[config.mk]
export PLATFORM = sky130hd
export DESIGN_NAME = layer_compositor
export DESIGN_NICKNAME = d
export VERILOG_FILES = /design/src/rtl/lc_pkg.sv /design/src/rtl/lc_line_fsm.sv /design/src/rtl/lc_layer_select.sv /design/src/rtl/lc_color_ram.sv /design/src/rtl/lc_intensity.sv /design/src/rtl/layer_compositor.sv
export SDC_FILE = /design/constraint.sdc
export NUM_CORES = 1
export LEC_CHECK = 0
export BUFFER_PORTS_ARGS = -buffer_cell sky130_fd_sc_hd__buf_2
export CAP_MARGIN = 20
export CORE_MARGIN = 4
export CORE_UTILIZATION = 30
export DETAILED_ROUTE_END_ITERATION = 12
export PLACE_DENSITY = 0.48
export SETUP_SLACK_MARGIN = 0.1
export SLEW_MARGIN = 20
export SYNTH_ARGS = -nofsm -noshare
export SYNTH_HDL_FRONTEND = slang
export SYNTH_HIERARCHICAL = 1
export SYNTH_SLANG_ARGS = --single-unit
[constraint.sdc]
create_clock -name clk -period 3.2 [get_ports clk]
set_input_delay 0.64 -clock clk [delete_from_list [all_inputs] [get_ports clk]]
set_output_delay 0.64 -clock clk [all_outputs]
set_load 0.02 [all_outputs]
[src/rtl/lc_pkg.sv]
package lc_pkg;

    // Output intensity level applied after the colour lookup
    typedef enum logic [1:0] {
        LVL_NORMAL = 2'd0,
        LVL_SHADOW = 2'd1,
        LVL_HIGH   = 2'd2
    } level_t;

    // Line gating states
    typedef enum logic [1:0] {
        LN_IDLE   = 2'd0,
        LN_ACTIVE = 2'd1,
        LN_DONE   = 2'd2
    } line_state_t;

endpackage

[src/rtl/lc_line_fsm.sv]
module lc_line_fsm
    import lc_pkg::*;
#(
    parameter int WIDE_PIX   = 320,
    parameter int NARROW_PIX = 256
) (
    input  logic        clk,
    input  logic        rst_n,
    input  logic        line_start,
    input  logic        wide_mode,
    input  logic        in_valid,
    output logic        pix_accept,
    output line_state_t line_state
);

    localparam int CNT_W = $clog2(WIDE_PIX + 1);
    localparam logic [CNT_W-1:0] WIDE_L   = CNT_W'(WIDE_PIX);
    localparam logic [CNT_W-1:0] NARROW_L = CNT_W'(NARROW_PIX);
    localparam logic [CNT_W-1:0] ONE_L    = CNT_W'(1);

    line_state_t      state_q, state_d;
    logic [CNT_W-1:0] cnt_q, cnt_d;
    logic [CNT_W-1:0] lim_q, lim_d;
    logic [CNT_W-1:0] cnt_inc;

    assign cnt_inc = cnt_q + ONE_L;

    // Next-state and counter logic
    always_comb begin
        state_d = state_q;
        cnt_d   = cnt_q;
        lim_d   = lim_q;
        if (line_start) begin
            // open / restart / reopen
            lim_d   = wide_mode ? WIDE_L : NARROW_L;
            cnt_d   = {{(CNT_W-1){1'b0}}, in_valid};
            state_d = (in_valid && (lim_d == ONE_L)) ? LN_DONE : LN_ACTIVE;
        end else begin
            unique case (state_q)
                LN_IDLE:   state_d = LN_IDLE;
                LN_ACTIVE: begin
                    if (in_valid) begin
                        cnt_d = cnt_inc;
                        if (cnt_inc == lim_q) begin
                            state_d = LN_DONE;   // fill
                        end
                    end
                end
                LN_DONE:   state_d = LN_DONE;
                default:   state_d = LN_IDLE;
            endcase
        end
    end

    // State register
    always_ff @(posedge clk) begin
        if (!rst_n) begin
            state_q <= LN_IDLE;
        end else begin
            state_q <= state_d;
        end
    end

    // Count and limit registers
    always_ff @(posedge clk) begin
        if (!rst_n) begin
            cnt_q <= '0;
            lim_q <= NARROW_L;
        end else begin
            cnt_q <= cnt_d;
            lim_q <= lim_d;
        end
    end

    // Outputs
    always_comb begin
        pix_accept = in_valid && (line_start || (state_q == LN_ACTIVE));
        line_state = state_q;
    end

endmodule

[src/rtl/lc_layer_select.sv]
module lc_layer_select
    import lc_pkg::*;
#(
    parameter int IDX_W = 4,
    parameter int PAL_W = 2
) (
    input  logic [IDX_W+PAL_W+1:0] plane_a,
    input  logic [IDX_W+PAL_W+1:0] plane_b,
    input  logic [IDX_W+PAL_W+1:0] sprite,
    input  logic                   sh_enable,
    input  logic [IDX_W+PAL_W-1:0] bg_index,
    output logic [IDX_W+PAL_W-1:0] sel_addr,
    output level_t                 sel_level
);

    localparam int AW      = IDX_W + PAL_W;
    localparam int LAYER_W = AW + 2;
    localparam int PRI_BIT = AW;
    localparam int NLAYER  = 3;   // index order is the tie-break order
    localparam logic [AW-1:0] OP_SHADOW = {AW{1'b1}};
    localparam logic [AW-1:0] OP_HIGH   = {{(AW-1){1'b1}}, 1'b0};

    logic [LAYER_W-1:0] raw   [NLAYER];
    logic [LAYER_W-1:0] clean [NLAYER];
    logic [NLAYER-1:0]  opaque;
    logic [NLAYER-1:0]  drawn;
    logic [NLAYER-1:0]  pri;
    logic               spr_op_shadow, spr_op_high;
    logic               unused_top;

    assign raw[0] = sprite;
    assign raw[1] = plane_a;
    assign raw[2] = plane_b;

    // Transparency cleanup per layer
    generate
        for (genvar g = 0; g < NLAYER; g++) begin : g_layer
            assign opaque[g] = |raw[g][IDX_W-1:0];
            assign clean[g]  = opaque[g] ? raw[g] : '0;
            assign pri[g]    = clean[g][PRI_BIT] && drawn[g];
        end
    endgenerate

    assign unused_top = ^{clean[0][LAYER_W-1], clean[1][LAYER_W-1], clean[2][LAYER_W-1]};

    assign spr_op_shadow = sh_enable && opaque[0] && (clean[0][AW-1:0] == OP_SHADOW);
    assign spr_op_high   = sh_enable && opaque[0] && (clean[0][AW-1:0] == OP_HIGH);

    assign drawn[0] = opaque[0] && !spr_op_shadow && !spr_op_high;
    assign drawn[1] = opaque[1];
    assign drawn[2] = opaque[2];

    // Winner: priority pass first, then plain pass, then background
    always_comb begin
        logic found;
        found    = 1'b0;
        sel_addr = bg_index;
        for (int i = 0; i < NLAYER; i++) begin
            if (!found && pri[i]) begin
                found    = 1'b1;
                sel_addr = clean[i][AW-1:0];
            end
        end
        for (int i = 0; i < NLAYER; i++) begin
            if (!found && drawn[i]) begin
                found    = 1'b1;
                sel_addr = clean[i][AW-1:0];
            end
        end
    end

    // Intensity level
    always_comb begin
        level_t base;
        base = (|pri) ? LVL_NORMAL : LVL_SHADOW;
        if (!sh_enable) begin
            sel_level = LVL_NORMAL;
        end else if (spr_op_shadow) begin
            sel_level = LVL_SHADOW;
        end else if (spr_op_high) begin
            sel_level = (base == LVL_SHADOW) ? LVL_NORMAL : LVL_HIGH;
        end else begin
            sel_level = base;
        end
    end

endmodule

[src/rtl/lc_color_ram.sv]
module lc_color_ram #(
    parameter int AW = 6,
    parameter int DW = 9
) (
    input  logic          clk,
    input  logic          we,
    input  logic [AW-1:0] waddr,
    input  logic [DW-1:0] wdata,
    input  logic [AW-1:0] raddr,
    output logic [DW-1:0] rdata
);

    localparam int DEPTH = 1 << AW;

    logic [DW-1:0] mem [DEPTH];

    always_ff @(posedge clk) begin
        if (we) begin
            mem[waddr] <= wdata;
        end
    end

    // Read sees the array as it stood before this cycle's write lands
    assign rdata = mem[raddr];

endmodule

[src/rtl/lc_intensity.sv]
module lc_intensity
    import lc_pkg::*;
#(
    parameter int CH_W = 3,
    parameter int NCH  = 3
) (
    input  logic [CH_W*NCH-1:0] rgb_in,
    input  level_t              level,
    output logic [CH_W*NCH-1:0] rgb_out
);

    localparam logic [CH_W-1:0] HALF_SCALE = {1'b1, {(CH_W-1){1'b0}}};

    generate
        for (genvar c = 0; c < NCH; c++) begin : g_ch
            logic [CH_W-1:0] ch, halved;
            assign ch     = rgb_in[c*CH_W +: CH_W];
            assign halved = ch >> 1;
            always_comb begin
                unique case (level)
                    LVL_SHADOW: rgb_out[c*CH_W +: CH_W] = halved;
                    LVL_HIGH:   rgb_out[c*CH_W +: CH_W] = halved + HALF_SCALE;
                    default:    rgb_out[c*CH_W +: CH_W] = ch;
                endcase
            end
        end
    endgenerate

endmodule

[src/rtl/layer_compositor.sv]
module layer_compositor
    import lc_pkg::*;
#(
    parameter int IDX_W      = 4,
    parameter int PAL_W      = 2,
    parameter int CH_W       = 3,
    parameter int WIDE_PIX   = 320,
    parameter int NARROW_PIX = 256
) (
    input  logic                          clk,
    input  logic                          rst_n,
    input  logic                          line_start,
    input  logic                          wide_mode,
    input  logic                          in_valid,
    input  logic [IDX_W+PAL_W+1:0]        plane_a,
    input  logic [IDX_W+PAL_W+1:0]        plane_b,
    input  logic [IDX_W+PAL_W+1:0]        sprite,
    input  logic                          sh_enable,
    input  logic [IDX_W+PAL_W-1:0]        bg_index,
    input  logic                          cram_we,
    input  logic [IDX_W+PAL_W-1:0]        cram_waddr,
    input  logic [3*CH_W-1:0]             cram_wdata,
    output logic                          out_valid,
    output logic [3*CH_W-1:0]             out_rgb
);

    localparam int AW  = IDX_W + PAL_W;
    localparam int NCH = 3;
    localparam int DW  = NCH * CH_W;

    logic          pix_accept;
    line_state_t   line_state;
    logic [AW-1:0] sel_addr;
    level_t        sel_level;

    logic          v_s1;
    logic [AW-1:0] addr_s1;
    level_t        lvl_s1;

    logic [DW-1:0] cram_rdata;
    logic [DW-1:0] shaded;

    lc_line_fsm #(
        .WIDE_PIX   (WIDE_PIX),
        .NARROW_PIX (NARROW_PIX)
    ) u_line (
        .clk        (clk),
        .rst_n      (rst_n),
        .line_start (line_start),
        .wide_mode  (wide_mode),
        .in_valid   (in_valid),
        .pix_accept (pix_accept),
        .line_state (line_state)
    );

    lc_layer_select #(
        .IDX_W (IDX_W),
        .PAL_W (PAL_W)
    ) u_sel (
        .plane_a   (plane_a),
        .plane_b   (plane_b),
        .sprite    (sprite),
        .sh_enable (sh_enable),
        .bg_index  (bg_index),
        .sel_addr  (sel_addr),
        .sel_level (sel_level)
    );

    // Stage 1: resolved address and level
    always_ff @(posedge clk) begin
        if (!rst_n) begin
            v_s1    <= 1'b0;
            addr_s1 <= '0;
            lvl_s1  <= LVL_NORMAL;
        end else begin
            v_s1    <= pix_accept;
            addr_s1 <= sel_addr;
            lvl_s1  <= sel_level;
        end
    end

    lc_color_ram #(
        .AW (AW),
        .DW (DW)
    ) u_cram (
        .clk   (clk),
        .we    (cram_we),
        .waddr (cram_waddr),
        .wdata (cram_wdata),
        .raddr (addr_s1),
        .rdata (cram_rdata)
    );

    lc_intensity #(
        .CH_W (CH_W),
        .NCH  (NCH)
    ) u_int (
        .rgb_in  (cram_rdata),
        .level   (lvl_s1),
        .rgb_out (shaded)
    );

    // Stage 2: output register
    always_ff @(posedge clk) begin
        if (!rst_n) begin
            out_valid <= 1'b0;
            out_rgb   <= '0;
        end else begin
            out_valid <= v_s1;
            out_rgb   <= v_s1 ? shaded : '0;
        end
    end

endmodule

# Word level (Yosys, flattened, before mapping)
# Memory sizes are Yosys's and may differ from the RTL's. A register that Yosys moved wholly into a read port is not among the register bits.
# Index checks and enable logic that the tools add are counted.
dict set report totals {
  ram_bits 576
  in_bits 52
  mem_count 1
  output_inout_bits 10
  ff_bits 33
  wordCells 96
}
# name words word_bits read_ports rd_ports_with_merged_regs write_ports line
set mem_list {}
lappend mem_list {u_cram.mem 64 9 1 1 1 lc_color_ram.sv:15} ;# logic [DW-1:0] mem [DEPTH];
dict set report classes {
  reduce_logical 36
  bitwise_logic 2
  n_addsub 4
  muxes 33
  eq_ne 11
}
# op n
set ops {}
lappend ops {{6-bit two-way mux} 7}
lappend ops {{7-bit two-way mux} 4}
lappend ops {{3-bit case mux with 2 select lines} 3}
lappend ops {{1-bit logical AND} 15}
lappend ops {{6-bit equality test, second input constant} 2}
lappend ops {{1-bit two-way mux} 12}
lappend ops {{2-bit two-way mux} 6}
lappend ops {{4-bit OR reduction} 3}
lappend ops {{2-bit AND reduction} 5}
lappend ops {{2-bit by 3-bit adder with 3-bit output, second input constant} 3}
lappend ops {{9-bit by 1-bit adder with 9-bit output, second input constant} 1}
lappend ops {{9-bit by 1-bit equality test with 1-bit output, second input constant} 1}
lappend ops {{9-bit equality test} 1}
lappend ops {{1-bit zero test} 7}
lappend ops {{2-bit by 1-bit equality test with 1-bit output, second input constant} 3}
lappend ops {{3-bit OR reduction} 2}
lappend ops {{2-bit equality test, second input constant} 2}
lappend ops {{2-bit case mux with 2 select lines} 1}
lappend ops {{2-bit nonzero test} 2}
lappend ops {{3-bit by 2-bit != test with 1-bit output, second input constant} 1}
lappend ops {{3-bit != test, second input constant} 1}
lappend ops {{1-bit inverter} 2}
lappend ops {{2-bit OR reduction} 1}
lappend ops {{1-bit logical OR} 1}

# Logic depth before layout (Yosys ltp)
# Gate-level depths: netlist (run 1).
dict set report logic_depth {
  word_depth 25
  depth_mapped 12
  depth_no_buf 8
}

# Cells and area by module
# Netlist (run 1), hierarchy kept.
# module area_per_inst_um2 cells_each n_inst seq_area_each_um2
set modules_own_cells {}
lappend modules_own_cells {lc_color_ram 22414.0 1011 1 17296.6}
lappend modules_own_cells {lc_layer_select 670.6 96 1 0.0}
lappend modules_own_cells {lc_line_fsm 654.4 80 1 240.2}
lappend modules_own_cells {layer_compositor 529.3 39 1 380.4}
lappend modules_own_cells {lc_intensity 167.7 31 1 0.0}

# Worst setup path after synthesis (run 1)
# Ideal clock, no wire load.
dict set report synth_timing {
  path_kind {register to register}
  from {register addr_s1[1] (netlist name)}
  to {register out_rgb[1]}
  required_time_ns 3.084
  path_buffers 3
  path_stages_with_launch 11
  arrival_ns 2.260
  setup_ns 0.116
  synth_period_minus_slack_ns 2.377
  setup_slack_ns 0.823
  path_cell_list {dfxtp_1 buf_2 buf_2 clkbuf_1 mux4_2 a22oi_1 nand2_1 a221o_1 o21ai_0 o21ai_0 and3_2}
}
# item line
set synth_lines {}
lappend synth_lines {{end signal: assignment} layer_compositor.sv:110} ;# out_rgb <= v_s1 ? shaded : '0;
lappend synth_lines {{end: declaration} layer_compositor.sv:24} ;# output logic [3*CH_W-1:0] out_rgb

==> flow_summary.json, run 1 <==
{
  "synth_edf_count": 576,
  "crit_path_frequent_cell": "nand2_1",
  "p_switching_uw": 4000,
  "gp_routability_congestion": 0.845,
  "std_cell_rows": 104,
  "path_class": "reg2reg",
  "syn_area_um2": 24400,
  "grt_setup_unrepaired": "false",
  "fin_crit_sh": 0.948,
  "die_y_um": 293,
  "clockBufferDepth": 3,
  "multi_input_area_um2": 6130,
  "dp_hpwl_mm": 39.2,
  "grt_pass1_wl_mm": 90.1,
  "antenna_found_initial": 1,
  "synthTopCellsByArea": "edfxtp_1 71%, mux4_2 13%, dfxtp_1 2.5%, nor2_1 1.4%, mux2i_1 0.98%",
  "grt_overflow": 0,
  "final_area_um2": 29200,
  "startpoint_type": "flip-flop",
  "arrival_ns": 3.51,
  "htreeDepth": 3,
  "power_frac_comb": 0.084,
  "clock_skew_ns": 0.0153,
  "grt_pass1_vias": 13100,
  "yosys.area.top_type": "edfxtp_1",
  "netlist_instances": 1257,
  "die_x_um": 293,
  "cts_hold_buf": 0,
  "fmax_mhz": 330,
  "hold_violations": 0,
  "grt.total_usage": 0.142,
  "grt_max_degree": 64,
  "cts_buffers": 68,
  "ys_types": 72,
  "pre_cts_slack_ns": -0.0734,
  "internal-power_uw": 13800,
  "drc": 0,
  "path_max_fanout": 14,
  "powerDensity_nw_per_um2": 610,
  "fin_ws_ns": 0.166,
  "cts_root_buffer": "clkbuf_16",
  "synth_top_area_frac": 0.708,
  "synth_seq_cells": 607,
  "io_buffers": 58,
  "dpl_cell_area_um2": 26800,
  "switching_share": 0.225,
  "layout_commonest_cell": "edfxtp_1",
  "endpoint_kind": "flip-flop",
  "ioPinCount": 62,
  "total_power_uw": 17800,
  "syn_to_final_growth_pct": 19.3,
  "vias": 12800,
  "register_area_um2": 17900,
  "async_flop_share": 0,
  "clk_latency_ns": 0.60,
  "die_area_um2": 86100,
  "setup-tns-final_ns": 0,
  "drt-total-wl_mm": 61.4,
  "clk_pin_slew_worst_paths_ns": 0.06,
  "path_cells": "buf_12 > buf_4 > buf_12 > mux4_2 > a22oi_1 > nand2_1 > a221o_1 > buf_4 > nand2_1 > nand2_1 > and3_2",
  "critPathMaxStageDelay_ns": 0.55,
  "drtAntennaViolNets": 0,
  "required_ns": 3.68,
  "wl_per_cell_um": 23.7,
  "r2r_slack_ns": 0.17,
  "p_leak_uw": 0.00936,
  "post-route-min-period_ns": 3.03,
  "outcome": "completed",
  "finalMaxSlewViolations": 0,
  "maxCapViolCount": 0,
  "clkPwrFrac": 0.420,
  "ys.flop_type": "edfxtp_1",
  "fill_cells": 7489,
  "p_seq_frac": 0.496,
  "hp-class": "in2reg",
  "ys_warn_count": 6,
  "core_region_area_um2": 80700,
  "setup_violations": 0,
  "ys_seq_area_frac": 0.733,
  "drive_above_1_share": 0.319,
  "vdd_ir_drop_max_uv": 319,
  "dr.pass1.iters": 5,
  "clock_sinks": 607,
  "final_cell_mix": "576 x edfxtp_1, 143 x mux4_2, 141 x buf_4",
  "crit_slowest_cell": "mux4_2",
  "viasPerCell": 4.94,
  "maxSlewHeadroom": 0.324,
  "cts_tree": "done",
  "final_nets": 1537,
  "worst_pin_slew_ns": 1.01,
  "syn-num-nets": 1315,
  "drt_iter0_drc": 1100,
  "initial_utilization": 0.303,
  "avgSynthCellArea_um2": 19.4
}
[registers in the layout (all words and copies together) (netlist names)]
signal             cells
u_cram/mem           576
out_rgb                9
u_line/cnt_q           9
addr_s1                6
lvl_s1                 2
u_line/line_state      2
out_valid              1
u_line/lim_q           1
v_s1                   1
[worst max-delay path: cells and delay by family, from the launching register on]
| family | cells | cell delay, ns |
|---|---|---|
| compound gates | 2 | 0.79 |
| buf+inv | 4 | 0.59 |
| flops | 1 | 0.44 |
| mux | 1 | 0.55 |
| simple gates | 4 | 0.52 |
[final cells by class]
| type | count | share of cell area |
|---|---|---|
| Sequential cell | 607 | 0.615 |
| Multi-Input combinational cell | 583 | 0.210 |
| Clock buffer | 84 | 0.0626 |
| Timing Repair Buffer | 213 | 0.0556 |
| Tap cell | 1060 | 0.0455 |
| Clock inverter | 36 | 0.0103 |
| Inverter | 6 | 0.000772 |
| Antenna cell | 1 | 0.0000858 |
[power groups by stage]
stage,logic (uW),registers [uW],clock network [uW]
floorplan,837,8950,0
global placement,1460,8990,0
detailed placement,1470,8990,0
CTS,1480,8820,7690
global route,1600,8820,8050
finish,1500,8820,7470
[per-stage QoR]
| stage | cells | hold WS [ns] | utilization |
|---|---|---|---|
| final | 2590 | 0.250 | 0.361 |
| after global placement | 2452 | 0.453 | 0.333 |
| after detailed placement | 2452 | 0.458 | 0.333 |
| after CTS | 2574 | 0.205 | 0.359 |
| after global routing | 2589 | 0.217 | 0.361 |
| after floorplan | 1257 | 0.433 | - |
[path summary, 6_finish.rpt]
check	from	endpoint	cells past startpoint
setup / recovery	addr_s1[0]	out_rgb[2]	11
hold / removal	cram_wdata[6]	u_cram/mem[10][6]	1
setup reg to reg	addr_s1[0]	out_rgb[2]	11
hold reg to reg	u_line/line_state[0]	u_line/line_state[0]	2
[cell usage after synthesis (10+ instances only)]
cell,count
mux2i_1,24
a22oi_1,19
nor2_1,92
nor2b_1,16
nand3_1,23
a21oi_1,18
mux4_2,143
edfxtp_1,576
o21ai_0,21
dfxtp_1,31
o22ai_1,10
clkbuf_1,24
buf_2,15
nand2_1,52
[kinds of logic after synthesis]
| family | count (synthesis) | share of synthesized area |
|---|---|---|
| AOI/OAI and AO/OA | 137 | 0.0413 |
| muxes | 180 | 0.153 |
| and+or+nand+nor | 252 | 0.0502 |
| xor gates and xnor gates | 8 | 0.00287 |
| DFF | 607 | 0.733 |
| buffers and inverters | 67 | 0.0168 |
| adders and majority gates | 6 | 0.00307 |
[repair_timing]
| action | CTS | global route |
|---|---|---|
| gates cloned | 0 | 0 |
| setup buffers | 2 | 14 |
| pin swaps | 0 | 1 |
| resized for setup | 2 | 4 |
| endpoints found under the setup margin | 2 | 4 |
[layer usage]
layer | up-vias | track usage | share of wire
met2 | 352 | 0.223 | 0.47
met1 | 6682 | 0.203 | 0.45
met3 | 102 | 0.0294 | 0.054
met5 | - | 0 | 0
met4 | 0 | 0.0387 | 0.025
li1 | 5661 | - | -
Note: power is estimated with default switching activity, not from simulation.
==> run 2, diff against run 1 <==
- CORE_UTILIZATION: 30 -> 60
- GPL_TIMING_DRIVEN: not set -> 0
- PLACE_DENSITY: 0.48 -> 0.81
==> run 2 against run 1 <==
  * Clock skew grew 0.015 ns
  * Via count grew 4.4%
  * Sequential cell count is the same
  * Cell area shrank 6.5%
  * Non-clock buffer count shrank 97
  * Count of clock-buffer cells in the layout shrank 11
  * Worst hold slack gained 0.070 ns
  * Wire length shrank 7.1%
  * Combinational power shrank 5%
  * Utilization grew 32 points
  * Global-route usage grew 12 points
  * Critical endpoint is now out_rgb[1]
  * Largest power group unchanged
  * Highest routed layer unchanged
==> flow_summary.json, run 2 (synthesis results as in run 1) <==
{
  "outcome": "completed",
  "maxSlewHeadroom": 0.254,
  "final_area_um2": 27300,
  "clk_pin_slew_worst_paths_ns": 0.06,
  "vias": 13400,
  "clock_skew_ns": 0.0298,
  "setup_violations": 0,
  "clockBufferDepth": 3,
  "core_region_area_um2": 40000,
  "maxCapViolCount": 0,
  "die_y_um": 210,
  "drive_above_1_share": 0.254,
  "dp_hpwl_mm": 34.1,
  "viasPerCell": 6.88,
  "gp_routability_congestion": 0.881,
  "cts_root_buffer": "clkbuf_16",
  "path_max_fanout": 10,
  "worstSetupEndpoint": "out_rgb[1]",
  "worst-r2r-cell-count": 10,
  "critPathMaxStageDelay_ns": 0.74,
  "setup-tns-final_ns": 0,
  "crit_start": "addr_s1[1]",
  "path_cells": "buf_4 > buf_6 > buf_4 > buf_2 > o22ai_1 > a2111oi_0 > a221o_1 > o21ai_0 > o21ai_0 > and3_2",
  "crit_slowest_cell": "a2111oi_0",
  "endpoint_kind": "flip-flop",
  "grt_pass1_vias": 13500,
  "worst_pin_slew_ns": 1.12,
  "clock_sinks": 607,
  "grt_overflow": 0,
  "grt_max_degree": 65,
  "dpl_cell_area_um2": 25400,
  "drc": 0,
  "dpl.cell_count": 1836,
  "arrival_ns": 3.60,
  "fmax_mhz": 327,
  "drt-total-wl_mm": 57.1,
  "io_buffers": 54,
  "path_class": "reg2reg",
  "drtAntennaViolNets": 0,
  "antenna_found_initial": 1,
  "grt.total_usage": 0.264,
  "fin_crit_sh": 0.956,
  "vdd_ir_drop_max_uv": 463,
  "post-route-util": 0.682,
  "htreeDepth": 2,
  "powerDensity_nw_per_um2": 610,
  "final_nets": 1430,
  "cts_buffers": 58,
  "layout_commonest_cell": "edfxtp_1",
  "r2r_slack_ns": 0.14,
  "hold_violations": 0,
  "largest_register_ffs": 576,
  "clk_latency_ns": 0.62,
  "reg.largest.list": "u_cram/mem x576, out_rgb x9, u_line/cnt_q x9",
  "required_ns": 3.74,
  "initial_utilization": 0.611,
  "r2r_end": "out_rgb[1]",
  "die_x_um": 210,
  "finalMaxSlewViolations": 0,
  "hp-class": "in2reg",
  "wl_per_cell_um": 29.4,
  "std_cell_rows": 73,
  "postCtsSetupBuffers": 0,
  "grt_pass1_wl_mm": 86.5,
  "die_area_um2": 44000,
  "startpoint_type": "flip-flop",
  "final_cell_mix": "576 x edfxtp_1, 143 x mux4_2, 91 x nor2_1",
  "drt_iter0_drc": 2181,
  "p_leak_uw": 0.00859,
  "top_register": "u_cram/mem",
  "dr.pass1.iters": 6,
  "r2r-start": "addr_s1[1]",
  "post-route-min-period_ns": 3.06,
  "cts_tree": "done",
  "fin_cells": 1942,
  "grt_setup_unrepaired": "false",
  "syn_to_final_growth_pct": 11.6,
  "ioPinCount": 62
}
==> run 2: cell count changes in the layout (fill, tap and decap cells not counted), moves of 3 or more <==
| cell | delta |
|---|---|
| buf_4 | -124 |
| clkbuf_1 | +20 |
| buf_6 | +12 |
| buf_12 | -11 |
| clkbuf_16 | -11 |
| clkbuf_2 | +5 |
| clkbuf_4 | +5 |
| buf_2 | -4 |
| inv_6 | -4 |
| dfxtp_4 | -3 |
| o21ai_1 | -3 |
| o21ai_2 | +3 |
==> run 2: timing repair <==
action	CTS	global route
hold buffers	0	0
setup endpoints to repair	9	9
resized for setup	12	19
==> run 2: per-layer routing <==
layer,global-route usage,part of all wire,vias to the layer above
li1,-,-,5425
met5,0,0,-
met3,0.0619,0.11,159
met2,0.431,0.49,970
met4,0.0806,0.032,0
met1,0.362,0.36,6812
==> run 2: power by group <==
part / switching, uW / total (uW) / internal (uW)
clock: 2820 / 6430 / 3610
sequential: 30.0 / 8790 / 8760
combinational: 857 / 1420 / 563
total: 3710 / 16600 / 12900
==> run 2: area by class of cell <==
| type | count | area [um2] |
|---|---|---|
| diodes | 1 | 2.50 |
| clock buffers | 73 | 1530 |
| fillers | 2412 | 12700 |
| well taps | 525 | 657 |
| flip-flops and latches | 607 | 17900 |
| clock inverters | 31 | 243 |
| plain buffers | 61 | 442 |
| multi-input cells | 583 | 6160 |
| inverters | 6 | 22.5 |
| repair buffers | 55 | 298 |
==> run 2: worst min-delay path by stage <==
stage / from / to / cells past startpoint
floorplan: u_line/line_state[0] / u_line/line_state[0] / 2
detailed placement: u_line/line_state[0] / u_line/line_state[0] / 2
global placement: u_line/line_state[0] / u_line/line_state[0] / 2
global route: wide_mode / u_line/lim_q[6] / 3
finish: wide_mode / u_line/lim_q[6] / 3
CTS: wide_mode / u_line/lim_q[6] / 3
==> run 2: critical path: cells and delay by family (launching register included) <==
| family | cells | cell delay, ns |
|---|---|---|
| compound gates | 5 | 1.40 |
| buf+inv | 4 | 1.11 |
| flops | 1 | 0.30 |
| simple gates | 1 | 0.19 |
==> run 2: stage by stage <==
stage | hold WS [ns] | power (uW) | setup WS (ns)
finish | 0.320 | 16600 | 0.140
global route | 0.339 | 17200 | 0.112
CTS | 0.304 | 16700 | 0.105
detailed placement | 0.474 | 10300 | -0.238
global placement | 0.443 | 10300 | -0.215
floorplan | 0.433 | 9780 | 0.823
